## src/rtl/gbc_pkg.sv

```systemverilog
package gbc_pkg;

  // Strobes from the control to the datapath
  typedef struct packed {
    logic loadPhase;  // start a new phase from the master load
    logic loadNone;   // the loaded count is zero: release at once
    logic decApply;   // subtract the eligible arrivals this cycle
    logic relFlags;   // this cycle's arrivals finish the phase
  } gbStrobe_t;

endpackage

```

## src/rtl/gbc_ctrl.sv

```systemverilog
module gbc_ctrl
  import gbc_pkg::*;
#(
  parameter int CNT_W = 4
) (
  input  logic             loadValid,
  input  logic [CNT_W-1:0] loadCount,
  input  logic [CNT_W-1:0] curCount,
  input  logic [CNT_W-1:0] effCount,
  output gbStrobe_t        strb
);

  logic phaseOpen;
  logic anyEligible;

  assign phaseOpen   = (curCount != '0);
  assign anyEligible = (effCount != '0);

  always_comb begin
    strb = '0;
    if (loadValid) begin
      // a load overrides any arrival in the same cycle
      strb.loadPhase = 1'b1;
      strb.loadNone  = (loadCount == '0);
    end else if (phaseOpen && anyEligible) begin
      strb.decApply = 1'b1;
      strb.relFlags = (effCount >= curCount);
    end
  end

endmodule

```

## src/rtl/gbc_datapath.sv

```systemverilog
module gbc_datapath
  import gbc_pkg::*;
#(
  parameter int NUM_NODES = 8,
  parameter int CNT_W     = 4
) (
  input  logic                 clk,
  input  logic                 rstN,
  input  gbStrobe_t            strb,
  input  logic [CNT_W-1:0]     loadCount,
  input  logic [NUM_NODES-1:0] loadMask,
  input  logic [NUM_NODES-1:0] arriveReq,
  output logic [CNT_W-1:0]     countQ,
  output logic [NUM_NODES-1:0] partMask,
  output logic [NUM_NODES-1:0] flagQ,
  output logic [CNT_W-1:0]     effCount
);

  logic [NUM_NODES-1:0] doneMask;
  logic [NUM_NODES-1:0] eligible;

  // participating nodes not yet counted in this phase
  assign eligible = arriveReq & partMask & ~doneMask;

  // population count of the eligible arrivals
  always_comb begin
    effCount = '0;
    for (int i = 0; i < NUM_NODES; i++) begin
      effCount = effCount + CNT_W'(eligible[i]);
    end
  end

  always_ff @(posedge clk) begin
    if (!rstN) begin
      countQ   <= '0;
      partMask <= '0;
      doneMask <= '0;
      flagQ    <= '0;
    end else if (strb.loadPhase) begin
      countQ   <= loadCount;
      partMask <= loadMask;
      doneMask <= '0;
      flagQ    <= (flagQ & ~loadMask) | (strb.loadNone ? loadMask : '0);
    end else if (strb.decApply) begin
      doneMask <= doneMask | eligible;
      if (strb.relFlags) begin
        countQ <= '0;
        flagQ  <= flagQ | partMask;
      end else begin
        countQ <= countQ - effCount;
      end
    end
  end

endmodule

```

## src/rtl/gbc_top.sv

```systemverilog
module gbc_top
  import gbc_pkg::*;
#(
  parameter int NUM_NODES = 8,
  localparam int CNT_W    = $clog2(NUM_NODES + 1)
) (
  input  logic                 clk,
  input  logic                 rstN,
  input  logic                 loadValid,
  input  logic [CNT_W-1:0]     loadCount,
  input  logic [NUM_NODES-1:0] loadMask,
  input  logic [NUM_NODES-1:0] arriveReq,
  output logic [NUM_NODES-1:0] barrierFlag,
  output logic [CNT_W-1:0]     remainCount
);

  gbStrobe_t            strb;
  logic [CNT_W-1:0]     effCount;
  logic [NUM_NODES-1:0] partMask;

  gbc_ctrl #(.CNT_W(CNT_W)) ctrl (
    .loadValid (loadValid),
    .loadCount (loadCount),
    .curCount  (remainCount),
    .effCount  (effCount),
    .strb      (strb)
  );

  gbc_datapath #(.NUM_NODES(NUM_NODES), .CNT_W(CNT_W)) dpath (
    .clk       (clk),
    .rstN      (rstN),
    .strb      (strb),
    .loadCount (loadCount),
    .loadMask  (loadMask),
    .arriveReq (arriveReq),
    .countQ    (remainCount),
    .partMask  (partMask),
    .flagQ     (barrierFlag),
    .effCount  (effCount)
  );

endmodule

```

## config.mk

```make
export PLATFORM = sky130hd
export DESIGN_NAME = gbc_top
export DESIGN_NICKNAME = d
export VERILOG_FILES = /design/src/rtl/gbc_pkg.sv /design/src/rtl/gbc_ctrl.sv /design/src/rtl/gbc_datapath.sv /design/src/rtl/gbc_top.sv
export SDC_FILE = /design/constraint.sdc
export NUM_CORES = 1
export LEC_CHECK = 0
export BUFFER_PORTS_ARGS = -buffer_cell sky130_fd_sc_hd__buf_2
export CAP_MARGIN = 20
export CELL_PAD_IN_SITES_DETAIL_PLACEMENT = 1
export CELL_PAD_IN_SITES_GLOBAL_PLACEMENT = 1
export CORE_UTILIZATION = 43
export DETAILED_ROUTE_END_ITERATION = 8
export PLACE_DENSITY_LB_ADDON = 0.05
export SETUP_SLACK_MARGIN = 0.15
export SYNTH_ARGS = -nofsm -noshare
export SYNTH_HDL_FRONTEND = slang
export SYNTH_SLANG_ARGS = --single-unit
export TNS_END_PERCENT = 10
```

## constraint.sdc

```tcl
create_clock -name clk -period 8.3 [get_ports clk]
set_input_delay 1.245 -clock clk [delete_from_list [all_inputs] [get_ports clk]]
set_output_delay 1.245 -clock clk [all_outputs]
set_load 0.02 [all_outputs]
```

# After elaboration in Yosys (flattened, before gate mapping)
# Index checks and enable logic that the tools add are counted.
[totals] reg_bits=28 inputBits=23 out_inout_bits=12 elab_cells=40
[op_classes] n_addsub=8 n_lt_le_gt_ge=1 n_mux=10 bitwise_logic=9 n_reduce_logical=8
[ops] operator="$mux W8" n=4
[ops] operator="$add A4 B1 Y4" n=6
[ops] operator="$and A8 B8 Y8" n=3
[ops] operator="$or A8 B8 Y8" n=3
[ops] operator="$not A8 Y8" n=2
[ops] operator="$mux W4" n=3
[ops] operator="$reduce_bool A4 Y1" n=2
[ops] operator="$mux W2" n=3
[ops] operator="$ge A4 B4 Y1" n=1
[ops] operator="$logic_not A4 Y1" n=1
[ops] operator="$reduce_bool A2 Y1" n=2
[ops] operator="$sub A4 B4 Y4" n=1
[ops] operator="$add A1 B1 Y2" n=1
[ops] operator="$reduce_and A2 Y1" n=1
[ops] operator="$reduce_or A2 Y1" n=1
[ops] operator="$logic_and A1 B1 Y1" n=1
[ops] operator="$not A1 Y1" n=1

# Longest topological paths before layout
[logic_depth] word_depth=16 depth_mapped=16 ltp_nobuf=16

# By module
# From an unflattened synthesis, not the netlist that was laid out.
[hier_totals] cells_unflattened=180 area_unflattened_um2=1555.2
[modules_own_cells] module="gbc_datapath" n_inst=1 cells_per_inst=160 area_each_um2=1407.6 seq_area_each_um2=560.5
[modules_own_cells] module="gbc_ctrl" n_inst=1 cells_per_inst=20 area_each_um2=147.6 seq_area_each_um2=0.0

# Worst setup path after synthesis
# No wires, ideal clock.
[synth_timing] path_type="input to register" from="in arriveReq[1]" to="reg (tool-made name)" setup_ns=0.086 t_arrival_ns=4.892 path_slack_ns=3.323 stages=14 path_cell_list="nand2_1 > nor2_1 > ha_1 > inv_1 > fa_1 > fa_1 > fa_1 > fa_1 > fa_1 > a21o_1 > a21oi_1 > a41o_1 > a311oi_1 > a211oi_1"
[synth_rtl] element="start, declared" line_no="gbc_top.sv:12" source="input logic [NUM_NODES-1:0] arriveReq,"

# Worst setup path in the final report
[layout_timing] from="in arriveReq[0]" to="reg dpath.doneMask[1]"
[layout_between] elab_chain_cells=13
[layout_lines] element="$and A8 B8 Y8 (2 in series)" line_no="gbc_datapath.sv:23" source="assign eligible = arriveReq & partMask & ~doneMask;"
[layout_lines] element="$add A1 B1 Y2" line_no="gbc_datapath.sv:29" source="effCount = effCount + CNT_W'(eligible[i]);"
[layout_lines] element="$add A4 B1 Y4 (6 in series)" line_no="gbc_datapath.sv:29"
[layout_lines] element="$reduce_bool A4 Y1" line_no="gbc_ctrl.sv:17" source="assign anyEligible = (effCount != '0);"
[layout_lines] element="$logic_and A1 B1 Y1" line_no="gbc_ctrl.sv:25" source="end else if (phaseOpen && anyEligible) begin"
[layout_lines] element="$mux W2" line_no="gbc_ctrl.sv:25"
[layout_lines] element="$mux W2" line_no="gbc_ctrl.sv:21" source="if (loadValid) begin"
[layout_lines] element="end signal, assigned" line_no="gbc_datapath.sv:45" source="doneMask <= doneMask | eligible;"
[layout_lines] element="end, declared" line_no="gbc_datapath.sv:19" source="logic [NUM_NODES-1:0] doneMask;"
# Every way passes these cells.
# A chain may end at the register's enable or synchronous reset.

==> metrics.cfg <==
[place]
port_buffers = 34
routabilityCongestion = 0.770
placed_cell_area_um2 = 1760
dp_hpwl_um = 3060

[yosys]
synth_nets = 209
avgSynthCellArea_um2 = 9.02
synthCells = 174
synth_edf_count = 0
synth-seq-area-share_pct = 35.7
synth_area_um2 = 1570
yosys_warnings = 0
synth_flop_cell = dfxtp_1
synth_seq_cells = 28
synth.distinct_cells = 37
ys_async_sr_fraction_pct = 0

[pwr]
power_density_nw_per_um2 = 174
p_switching_w = 0.000108
p_seq_share_pct = 47.1
clockPowerShare_pct = 22.3
swShare_pct = 34.6
p_int_w = 0.000204
p_leak_nw = 0.752
combPwrFrac_pct = 30.5
vdd_drop_max_mv = 0.0798

[global_routing]
grt_max_degree = 33
use_met2_pct = 40.9
grt_pass1_vias = 1466
met3_usage_pct = 2.74
grt-busiest-layer = met2
overflow = 0
antenna_found_initial = 0
grt_pass1_wl_um = 6840
grt_use_met1_pct = 27.2
grt.total_usage_pct = 22.3

[worst_hold_path]
hold_path.class = flip-flop to flip-flop

[final_layout]
fin_nets = 241
diodes = 0
syn_to_final_growth_pct = 14.6
final_common_cell = buf_2
layout_common_cells = buf_2 (34), dfxtp_1 (28), nand2_1 (20)
design_area_um2 = 1800
drive_gt1_share_pct = 23.4

[timing]
fin_crit_ns = 5.23
tightestPinTransition_ns = 1.07
slew_viol_final = 0
setup_viol = 0
hold_viol_final = 0
grt_setup_unrepaired = false
period_share_pct = 63.0
tns_ns = 0
slew_headroom_pct = 29.0
clock_skew_ns = 0.00364
fmax_ghz = 0.191

[worst_setup_path]
required_ns = 8.53
critPathArrivalTime_ns = 5.46
cp_common_cell = fa_1
timing.critical_path.from = arriveReq[0]
crit_fanout = 14
r2r_start = dpath.partMask[1]$_SDFFE_PN0P_
startpoint_type = input pin
endpoint_kind = flip-flop
cp_slowest_stage_delay_ns = 0.92
cp_cell_sequence = buf_2 -> nand2_1 -> nor2_1 -> ha_1 -> inv_1 -> fa_1 -> fa_1 -> fa_1 -> fa_1 -> nand4b_2 -> o41ai_4 -> a311oi_2 -> a31oi_1 -> nor3_1
cpMaxStageDelayCell = a311oi_2
critPathKind = input pin to flip-flop

[routing]
detail_route.vias_per_cell = 5.66
wl_um = 4100
drc = 0
wire_per_inst_um = 16.3
ant_nets = 0
drt_iter0_drc = 39
vias = 1420
firstDrtPassIters = 4

[floorplan]
die-width_um = 62.4
core_um2 = 3420
row_count = 21
start_util_pct = 46.0
die-area_um2 = 3900
fp.dieH_um = 62.4
io_pins = 35

[cts]
post_cts_buffers = 0
cts_max_level = 1
cts_resized = 0
cts_tree = built
numCtsBuffers = 3
cts-root-buf = clkbuf_4
cts_hold_buf = 0
clkTransAtPathRegs_ns = 0.16
cts.path.max_buffers = 2
clk_latency_ns = 0.34
cts.sinks = 28

[run_status]
outcome = complete, no violations

[flow_run]
maxCapViolCount = 0

final timing paths:
kind | end | slack [ns] | cells past startpoint
setup / recovery | dpath.doneMask[1]$_SDFFE_PP0P_ | 3.07 | 14
hold / removal | flip-flop | 0.50 | 2
setup reg to reg | dpath.doneMask[1]$_SDFFE_PP0P_ | 3.65 | 13
hold reg to reg | flip-flop | 0.50 | 2
cell type report:
class / instances / area (um^2)
timing repair buffer: 34 / 170
multi-input combinational: 129 / 937
tap: 46 / 57.6
sequential: 28 / 561
inverter: 10 / 37.5
fill: 440 / 1620
clock buffer: 4 / 36.3
per-layer routing:
layer,up-vias,part of all wire [%]
li1,691,-
met1,694,44
met2,28,52
met3,7,2.9
met4,0,0.81
met5,-,0
metrics by stage:
step	utilization, %	hold slack [ns]	worst slack [ns]	cells	total power, W
finish	52.7	0.498	3.07	251	0.000313
global route	52.7	0.513	2.79	251	0.000330
CTS	52.7	0.499	3.03	251	0.000313
detailed placement	51.6	0.472	2.70	247	0.000246
global placement	51.6	0.458	2.84	247	0.000241
floorplan	-	0.458	3.32	174	0.000218
synthesized netlist by cell type (3+ instances only):
| cell | number | area (um^2) |
|---|---|---|
| inv_1 | 9 | 33.8 |
| fa_1 | 5 | 100 |
| clkbuf_1 | 3 | 11.3 |
| or3b_1 | 3 | 26.3 |
| a31oi_1 | 12 | 75.1 |
| mux2i_1 | 5 | 50.1 |
| nand3b_1 | 6 | 45.0 |
| nand2_1 | 20 | 75.1 |
| nor3_1 | 3 | 15.0 |
| ha_1 | 7 | 87.6 |
| a21oi_1 | 17 | 85.1 |
| nor2_1 | 13 | 48.8 |
| o21ai_0 | 3 | 15.0 |
| dfxtp_1 | 28 | 561 |
| nand3_1 | 8 | 40.0 |
| nor3_2 | 5 | 50.1 |
power groups by stage:
| stage | Combinational (W) | Clock [W] | Sequential, W |
|---|---|---|---|
| floorplan | 0.0000649 | 0 | 0.000153 |
| CTS | 0.0000963 | 0.0000693 | 0.000147 |
| detailed placement | 0.0000960 | 0 | 0.000150 |
| finish | 0.0000955 | 0.0000698 | 0.000147 |
| global route | 0.000105 | 0.0000762 | 0.000148 |
| global placement | 0.0000919 | 0 | 0.000149 |
cells by family after synthesis:
kind of cell               after synthesis  synth area share (%)
AOI/OAI and AO/OA                       46                  21.0
and+or+nand+nor                         63                  21.9
xor gates and xnor gates                 3                  1.67
muxes                                    5                  3.19
buffers and inverters                   17                  4.62
DFF                                     28                  35.7
adders and majority gates               12                  12.0
critical path: cells and delay by family:
kind                       cells  cell delay, ns
adders and majority gates      5            2.25
AOI/OAI and AO/OA              3            1.26
and+or+nand+nor                4            0.54
buffers and inverters          2            0.16
No activity file was read; power rests on OpenSTA's default activity.
